--- src/rtl/spi_ctl_pkg.sv ---
package spi_ctl_pkg;

    localparam int unsigned WORD_W = 8;

    localparam logic [1:0] ADR_CTRL = 2'd0;
    localparam logic [1:0] ADR_SSEL = 2'd1;
    localparam logic [1:0] ADR_DATA = 2'd2;
    localparam logic [1:0] ADR_STAT = 2'd3;

    // control register layout, MSB first
    typedef struct packed {
        logic loop;
        logic man_ss;
        logic rx_clr;
        logic tx_clr;
        logic cpha;
        logic cpol;
        logic master;
        logic en;
    } ctrl_t;

    typedef enum logic {
        ST_IDLE = 1'b0,
        ST_RUN  = 1'b1
    } xfer_st_e;

endpackage

--- src/rtl/spi_fifo.sv ---
module spi_fifo #(
    parameter int unsigned W     = 8,
    parameter int unsigned DEPTH = 4
) (
    input  logic         clk,
    input  logic         rst_n,
    input  logic         flush,
    input  logic         push,
    input  logic [W-1:0] wdata,
    input  logic         pop,
    output logic [W-1:0] rdata,
    output logic         full,
    output logic         empty
);
    localparam int unsigned AW = (DEPTH > 1) ? $clog2(DEPTH) : 1;
    localparam int unsigned CW = $clog2(DEPTH + 1);

    typedef struct packed {
        logic [AW-1:0] wp;
        logic [AW-1:0] rp;
        logic [CW-1:0] cnt;
    } fifo_st_t;

    fifo_st_t     st_d, st_q;
    logic [W-1:0] mem_d [DEPTH];
    logic [W-1:0] mem_q [DEPTH];
    logic         do_push, do_pop;

    assign full  = (st_q.cnt == CW'(DEPTH));
    assign empty = (st_q.cnt == '0);
    assign rdata = mem_q[st_q.rp];

    always_comb begin
        st_d    = st_q;
        mem_d   = mem_q;
        do_push = push && !full;
        do_pop  = pop && !empty;
        if (flush) begin
            st_d = '0;
        end else begin
            if (do_push) begin
                mem_d[st_q.wp] = wdata;
                st_d.wp = (st_q.wp == AW'(DEPTH - 1)) ? '0 : st_q.wp + 1'b1;
            end
            if (do_pop) begin
                st_d.rp = (st_q.rp == AW'(DEPTH - 1)) ? '0 : st_q.rp + 1'b1;
            end
            st_d.cnt = st_q.cnt + CW'(do_push) - CW'(do_pop);
        end
    end

    always_ff @(posedge clk or negedge rst_n) begin
        if (!rst_n) begin
            st_q <= '0;
            for (int i = 0; i < DEPTH; i++) mem_q[i] <= '0;
        end else begin
            st_q  <= st_d;
            mem_q <= mem_d;
        end
    end

    // occupancy never exceeds the depth
    a_r11_no_overflow: assert property (@(posedge clk) disable iff (!rst_n)
        st_q.cnt <= CW'(DEPTH));

    // a push into a full FIFO without a pop leaves it full
    a_r11_full_holds: assert property (@(posedge clk) disable iff (!rst_n)
        (push && full && !pop && !flush) |=> full);

    // a flush leaves the FIFO empty on the next cycle
    a_r10_flush_empty: assert property (@(posedge clk) disable iff (!rst_n)
        flush |=> empty);

endmodule

--- src/rtl/spi_xfer_engine.sv ---
module spi_xfer_engine
    import spi_ctl_pkg::*;
#(
    parameter int unsigned DIV = 4
) (
    input  logic              clk,
    input  logic              rst_n,
    input  logic              go,
    input  logic              cpha,
    input  logic              loop,
    input  logic              miso,
    input  logic              tx_empty,
    input  logic [WORD_W-1:0] tx_data,
    output logic              tx_pop,
    output logic              rx_push,
    output logic [WORD_W-1:0] rx_word,
    output logic              busy,
    output logic              sck_ph,
    output logic              mosi
);
    localparam int unsigned HALF  = DIV / 2;
    localparam int unsigned HCW   = (HALF > 1) ? $clog2(HALF) : 1;
    localparam int unsigned EDGES = 2 * WORD_W;
    localparam int unsigned HW    = $clog2(EDGES + 1);

    typedef struct packed {
        xfer_st_e          st;
        logic [HCW-1:0]    cnt;
        logic [HW-1:0]     h;
        logic              sck;
        logic [WORD_W-1:0] tx;
        logic [WORD_W-1:0] rx;
    } eng_t;

    eng_t        q, d;
    logic [HW-1:0] edge_n;
    logic        samp;
    logic        rx_in;

    assign busy   = (q.st == ST_RUN);
    assign sck_ph = q.sck;
    assign mosi   = q.tx[WORD_W-1];

    always_comb begin
        d       = q;
        tx_pop  = 1'b0;
        rx_push = 1'b0;
        rx_word = q.rx;
        edge_n  = q.h + 1'b1;
        samp    = edge_n[0] ^ cpha;
        rx_in   = loop ? q.tx[WORD_W-1] : miso;
        case (q.st)
            ST_IDLE: begin
                d.sck = 1'b0;
                if (go && !tx_empty) begin
                    tx_pop = 1'b1;
                    d.tx   = tx_data;
                    d.st   = ST_RUN;
                    d.cnt  = '0;
                    d.h    = '0;
                end
            end
            default: begin
                if (!go) begin
                    d.st  = ST_IDLE;
                    d.sck = 1'b0;
                end else if (q.cnt != HCW'(HALF - 1)) begin
                    d.cnt = q.cnt + 1'b1;
                end else begin
                    d.cnt = '0;
                    if (q.h == HW'(EDGES)) begin
                        // trailing half period done: chain or stop
                        if (!tx_empty) begin
                            tx_pop = 1'b1;
                            d.tx   = tx_data;
                            d.h    = '0;
                        end else begin
                            d.st = ST_IDLE;
                        end
                    end else begin
                        d.sck = ~q.sck;
                        d.h   = edge_n;
                        if (samp) begin
                            d.rx = {q.rx[WORD_W-2:0], rx_in};
                        end else if (edge_n != HW'(1) && edge_n != HW'(EDGES)) begin
                            d.tx = {q.tx[WORD_W-2:0], 1'b0};
                        end
                        if (edge_n == HW'(EDGES)) begin
                            rx_push = 1'b1;
                            rx_word = d.rx;
                        end
                    end
                end
            end
        endcase
    end

    always_ff @(posedge clk or negedge rst_n) begin
        if (!rst_n) q <= '0;
        else        q <= d;
    end

    // a word is only loaded when the transmit FIFO has data
    a_r5_pop_has_data: assert property (@(posedge clk) disable iff (!rst_n)
        tx_pop |-> !tx_empty);

    // the clock phase rests at zero whenever no transfer runs
    a_r3_idle_phase: assert property (@(posedge clk) disable iff (!rst_n)
        !busy |-> !sck_ph);

    // dropping go stops the engine on the next cycle
    a_r2_stop: assert property (@(posedge clk) disable iff (!rst_n)
        !go |=> !busy);

endmodule

--- src/rtl/spi_ctl_top.sv ---
module spi_ctl_top
    import spi_ctl_pkg::*;
#(
    parameter int unsigned DIV   = 4,
    parameter int unsigned DEPTH = 4,
    parameter int unsigned NSLV  = 2
) (
    input  logic            clk,
    input  logic            rst_n,
    input  logic [1:0]      host_addr,
    input  logic            host_we,
    input  logic [7:0]      host_wdata,
    input  logic            host_re,
    output logic [7:0]      host_rdata,
    output logic            sck_o,
    output logic            sck_oe,
    output logic            mosi_o,
    output logic            mosi_oe,
    input  logic            miso_i,
    output logic            miso_o,
    output logic            miso_oe,
    input  logic            ss_i,
    output logic [NSLV-1:0] ss_n_o,
    output logic            ss_oe
);
    localparam logic [NSLV-1:0] SS_NONE = {NSLV{1'b1}};

    typedef struct packed {
        ctrl_t           ctrl;
        logic [NSLV-1:0] ssel;
        logic            ovr;
    } regs_t;

    regs_t             q, d;
    logic              run;
    logic              tx_push, tx_pop, tx_full, tx_empty;
    logic              rx_push, rx_pop, rx_full, rx_empty;
    logic [WORD_W-1:0] tx_head, rx_head, rx_word;
    logic              busy, sck_ph, mosi;
    logic              wr_ctrl, wr_ssel, wr_stat;

    assign run     = q.ctrl.en && q.ctrl.master;
    assign wr_ctrl = host_we && (host_addr == ADR_CTRL);
    assign wr_ssel = host_we && (host_addr == ADR_SSEL);
    assign wr_stat = host_we && (host_addr == ADR_STAT);
    assign tx_push = host_we && (host_addr == ADR_DATA);
    assign rx_pop  = host_re && (host_addr == ADR_DATA);

    always_comb begin
        d = q;
        d.ctrl.tx_clr = 1'b0;
        d.ctrl.rx_clr = 1'b0;
        if (wr_ctrl) d.ctrl = ctrl_t'(host_wdata);
        if (wr_ssel) d.ssel = host_wdata[NSLV-1:0];
        if (wr_stat && host_wdata[4]) d.ovr = 1'b0;
        if (rx_push && rx_full) d.ovr = 1'b1;
    end

    always_ff @(posedge clk or negedge rst_n) begin
        if (!rst_n) begin
            q      <= '0;
            q.ssel <= SS_NONE;
        end else begin
            q <= d;
        end
    end

    spi_fifo #(.W(WORD_W), .DEPTH(DEPTH)) u_txq (
        .clk(clk), .rst_n(rst_n), .flush(q.ctrl.tx_clr),
        .push(tx_push), .wdata(host_wdata), .pop(tx_pop),
        .rdata(tx_head), .full(tx_full), .empty(tx_empty)
    );

    spi_fifo #(.W(WORD_W), .DEPTH(DEPTH)) u_rxq (
        .clk(clk), .rst_n(rst_n), .flush(q.ctrl.rx_clr),
        .push(rx_push), .wdata(rx_word), .pop(rx_pop),
        .rdata(rx_head), .full(rx_full), .empty(rx_empty)
    );

    spi_xfer_engine #(.DIV(DIV)) u_eng (
        .clk(clk), .rst_n(rst_n), .go(run),
        .cpha(q.ctrl.cpha), .loop(q.ctrl.loop), .miso(miso_i),
        .tx_empty(tx_empty), .tx_data(tx_head), .tx_pop(tx_pop),
        .rx_push(rx_push), .rx_word(rx_word),
        .busy(busy), .sck_ph(sck_ph), .mosi(mosi)
    );

    // pad side
    assign sck_o   = q.ctrl.cpol ^ sck_ph;
    assign sck_oe  = run;
    assign mosi_o  = mosi;
    assign mosi_oe = run;
    assign ss_oe   = run;
    assign miso_o  = tx_head[WORD_W-1];
    assign miso_oe = q.ctrl.en && !q.ctrl.master && !ss_i;

    always_comb begin
        if (!run)               ss_n_o = SS_NONE;
        else if (q.ctrl.man_ss) ss_n_o = q.ssel;
        else if (busy)          ss_n_o = q.ssel;
        else                    ss_n_o = SS_NONE;
    end

    always_comb begin
        host_rdata = '0;
        case (host_addr)
            ADR_CTRL: host_rdata = q.ctrl;
            ADR_SSEL: host_rdata[NSLV-1:0] = q.ssel;
            ADR_DATA: host_rdata = rx_head;
            default:  host_rdata = {3'b000, q.ovr, rx_empty, rx_full, tx_empty, tx_full};
        endcase
    end

    // outside a transfer the clock pin sits at the polarity level
    a_r3_sck_idle: assert property (@(posedge clk) disable iff (!rst_n)
        (run && !busy) |-> (sck_o == q.ctrl.cpol));

    // once a burst ends in automatic mode no slave stays selected
    a_r6_ss_release: assert property (@(posedge clk) disable iff (!rst_n)
        ($fell(busy) && run && !q.ctrl.man_ss) |-> (ss_n_o == SS_NONE));

    // clear bits drop by themselves after one cycle
    a_r10_tx_selfclear: assert property (@(posedge clk) disable iff (!rst_n)
        (q.ctrl.tx_clr && !wr_ctrl) |=> !q.ctrl.tx_clr);
    a_r10_rx_selfclear: assert property (@(posedge clk) disable iff (!rst_n)
        (q.ctrl.rx_clr && !wr_ctrl) |=> !q.ctrl.rx_clr);

    // overrun is sticky until explicitly cleared
    a_r12_ovr_sticky: assert property (@(posedge clk) disable iff (!rst_n)
        (q.ovr && !(wr_stat && host_wdata[4])) |=> q.ovr);

    // a push into a full receive FIFO raises overrun
    a_r12_ovr_set: assert property (@(posedge clk) disable iff (!rst_n)
        (rx_push && rx_full) |=> q.ovr);

endmodule

--- config.mk ---
export PLATFORM = sky130hd
export DESIGN_NAME = spi_ctl_top
export DESIGN_NICKNAME = d
export VERILOG_FILES = /design/src/rtl/spi_ctl_pkg.sv /design/src/rtl/spi_fifo.sv /design/src/rtl/spi_xfer_engine.sv /design/src/rtl/spi_ctl_top.sv
export SDC_FILE = /design/constraint.sdc
export NUM_CORES = 1
export LEC_CHECK = 0
export ABC_AREA = 0
export ABC_CLOCK_PERIOD_IN_PS = 2650
export BUFFER_PORTS_ARGS = -buffer_cell sky130_fd_sc_hd__buf_2
export CAP_MARGIN = 20
export CORE_UTILIZATION = 25
export CTS_CLUSTER_SIZE = 10
export DETAILED_ROUTE_END_ITERATION = 16
export HOLD_SLACK_MARGIN = 0.03
export SYNTH_ARGS = -nofsm -noshare
export SYNTH_HDL_FRONTEND = slang
export SYNTH_SLANG_ARGS = --single-unit
--- constraint.sdc ---
create_clock -name clk -period 2.65 [get_ports clk]
set_clock_uncertainty 0.2 [all_clocks]
set_input_delay 0.53 -clock clk [delete_from_list [all_inputs] [get_ports clk]]
set_output_delay 0.53 -clock clk [all_outputs]
set_load 0.05 [all_outputs]
==> flow_summary.toml <==
[detailed_routing]
first_pass_iters = 5
vias_per_cell = 4.65
dr_total_vias = 4266
drc = 0
routedWlPerCell_um = 16.1
first_iter_violations = 284
ant_nets = 0
routed_wl_um = 14700

[grt]
overflow = 0
grt_pass1_vias = 4290
grt_max_degree = 43
antenna_found_initial = 0
grt_pass1_wl_um = 23600
grt.total_usage_pct = 12.8

[setup_path]
end_kind = "output port"
path_cells = "buf_6, mux4_2, mux4_2, buf_8"
path_common_cell = "mux4_2"
path_buf_inv = 2
arrival_ns = 2.12
path_max_fanout = 3
startpoint = "u_rxq.st_q[3]"
start_kind = "register"
critical-path-max-stage-delay_ns = 0.54
crit_cells = 4
worstSetupPathType = "reg2out"
reg2reg_depth = 7
cp_slowest_cell = "mux4_2"
rrSetupSlack_ns = 0.13
cp.required_ns = 1.92
r2r-start = "u_eng.q[17]"
timing.rr.end = "u_rxq.st_q[1]"
cp_top_family = "multiplexers"

[timing]
hold_slack_ns = 0.227
rsz0062_at_grt = "yes"
fmax_ghz = 0.351
max_slew_margin_pct = 60.7
setup_viol = 8
hold_viol_final = 0
tightestPinTransition_ns = 0.590
worst_slack_ns = -0.197
finalCritPeriodShare_pct = 107
finalWorstPathRequiredPeriod_ns = 2.85
slew_viol_final = 0

[cts]
cts.sinks = 113
cts_tree = "built"
cts_buffers = 17
insertion_delay_ns = 0.42
root_buffer = "clkbuf_16"
h-tree-depth = 4
path_clk_slew_ns = 0.06
cts_buffer_depth = 2

[floorplan]
core_area_um2 = 22900
die-width_um = 156
die_area_um2 = 24300
ios = 33
start_util_pct = 25.8
die_y_um = 156
rows = 55

[logic_synthesis]
synth_edf_count = 0
synth_fa_ha_area_share_pct = 4.48
ys.flop_type = "dfrtp_1"
postSynthCellCount = 504
synthTopCellsByArea = "dfrtp_1, mux2_2, mux4_2, ha_1, a31oi_1"
synth_top_family_by_area = "multiplexers"
synth-simple-area-share_pct = 12.3
synth_compound_gate_area_share_pct = 10.3
synthArstFlopShare_pct = 100
synth_xor_area_share_pct = 1.61
avgSynthCellArea_um2 = 11.7
synth_seq_cells = 113
synthesis.area_um2 = 5920
synth_top_area_share_pct = 47.0
syn-num-nets = 540
yosysTopAreaCell = "dfrtp_1"
synth.area.mux_share_pct = 18.9
yosys_warnings = 0
synth-seq-area-share_pct = 47.8
ys_types = 49

[place]
portBuffers = 32
dp.cells = 881
dp_hpwl_um = 10500
place.gp.congestion = 0.842
dpl_cell_area_um2 = 6860

[finish]
n_antenna_cell = 0
stdcell_area_um2 = 7620
layout_common_cells = "dfrtp_1, buf_4, mux2_2"
syn_to_final_growth_pct = 28.9
layout-drive-gt1-share_pct = 37.6
nets = 627
utilization_pct = 33.3
n_fill_cell = 2273
layout.cells.non_filler = 917
final_common_cell = "dfrtp_1"

[hold_path]
whs_path_depth = 2
hold_path_end = "u_txq.mem_q[11]"
hp-start = "host_wdata[3]"
hp-class = "in2reg"

[power_and_ir_drop]
max-vdd-ir-drop_uv = 446
p_per_area_nw_per_um2 = 889
leakage_nw = 3.38

[run_status]
violations = "setup timing"
status = "finished, violations left"

[job]
drv_cap = 0
==> what timing repair did <==
| action | 4_1_cts | 5_1_grt |
|---|---|---|
| resized for setup | 24 | 12 |
| hold buffers | 1 | 0 |
| buffers inserted | 2 | 2 |
| pin swaps | 3 | 4 |
| endpoints found under the setup margin | 8 | 12 |
| endpoints found under the hold margin | 36 | 0 |
==> stage by stage <==
step / setup TNS (ns) / setup slack [ns] / total power [mW]
global placement: 0 / 0.107 / 4.31
global route: -1.82 / -0.275 / 7.13
CTS: -1.25 / -0.231 / 6.81
floorplan: 0 / 0.00600 / 3.77
detailed placement: 0 / 0.0664 / 4.36
finish: -1.09 / -0.197 / 6.78
==> worst reg2reg max path: stages (launching register included) <==
cell and delay, ns:
dfrtp_2 0.44, ha_1 0.29, nor4b_1 0.43, a21oi_1 0.11, nor2_1 0.18, ha_1 0.20
fa_1 0.41, nor2b_1 0.14
==> how the worst max path moves through the flow <==
stage                          endpoint  slack [ns]
after floorplan           u_rxq.st_q[2]       0.006
after global placement    u_txq.st_q[1]        0.11
after detailed placement  u_txq.st_q[1]        0.07
after CTS                 host_rdata[0]       -0.23
after global routing      host_rdata[3]       -0.27
final                     host_rdata[0]       -0.20
==> cell usage after synthesis (3+ instances only) <==
master,count
nand2_1,38
buf_2,10
inv_1,22
nor4b_4,4
xor2_1,3
or3_1,3
a31oi_1,29
nor2b_1,4
nand4_1,4
mux2_2,50
clkbuf_1,6
o21ai_0,19
dfrtp_1,111
xnor2_1,6
mux4_2,18
nor2_1,24
nand3_1,9
mux2i_1,15
and2_1,13
buf_4,13
nand2b_1,4
a22o_1,10
a21oi_1,34
ha_1,18
nor3_1,6
==> sequential cells by signal, indices dropped and copies added (netlist names) <==
signal        flops
u_txq.st_q        7
u_rxq.st_q        7
u_eng.sck_ph      1
u_eng.busy        1
u_txq.mem_q      32
u_eng.mosi        1
u_rxq.mem_q      32
q                11
u_eng.q          21
==> final cells by class <==
cell class	count	area, um2	share of cell area, %
multi-input combinational	337	2860	37.5
sequential	113	2840	37.2
timing repair buffer	100	845	11.1
clock buffer	17	425	5.58
tap	313	392	5.14
clock inverter	15	183	2.40
inverter	22	82.6	1.08
==> power by group <==
group / internal (mW) / switching, mW / total, mW
clock: 1.49 / 0.860 / 2.35
sequential: 2.13 / 0.335 / 2.46
combinational: 1.03 / 0.929 / 1.96
total: 4.65 / 2.12 / 6.78
==> kinds of logic after synthesis <==
kind of cell	count (synthesis)
AOI/OAI and AO/OA	100
buffers and inverters	54
adders and majority gates	20
and+or+nand+nor	124
xor gates and xnor gates	10
muxes	83
DFF	113
==> metal layers <==
metal	wire, um	GRT usage (%)
met5	0	0
met4	298	6.21
met3	467	2.14
met2	6900	19.9
met1	7070	17.3
(Power assumes the default switching activity.)
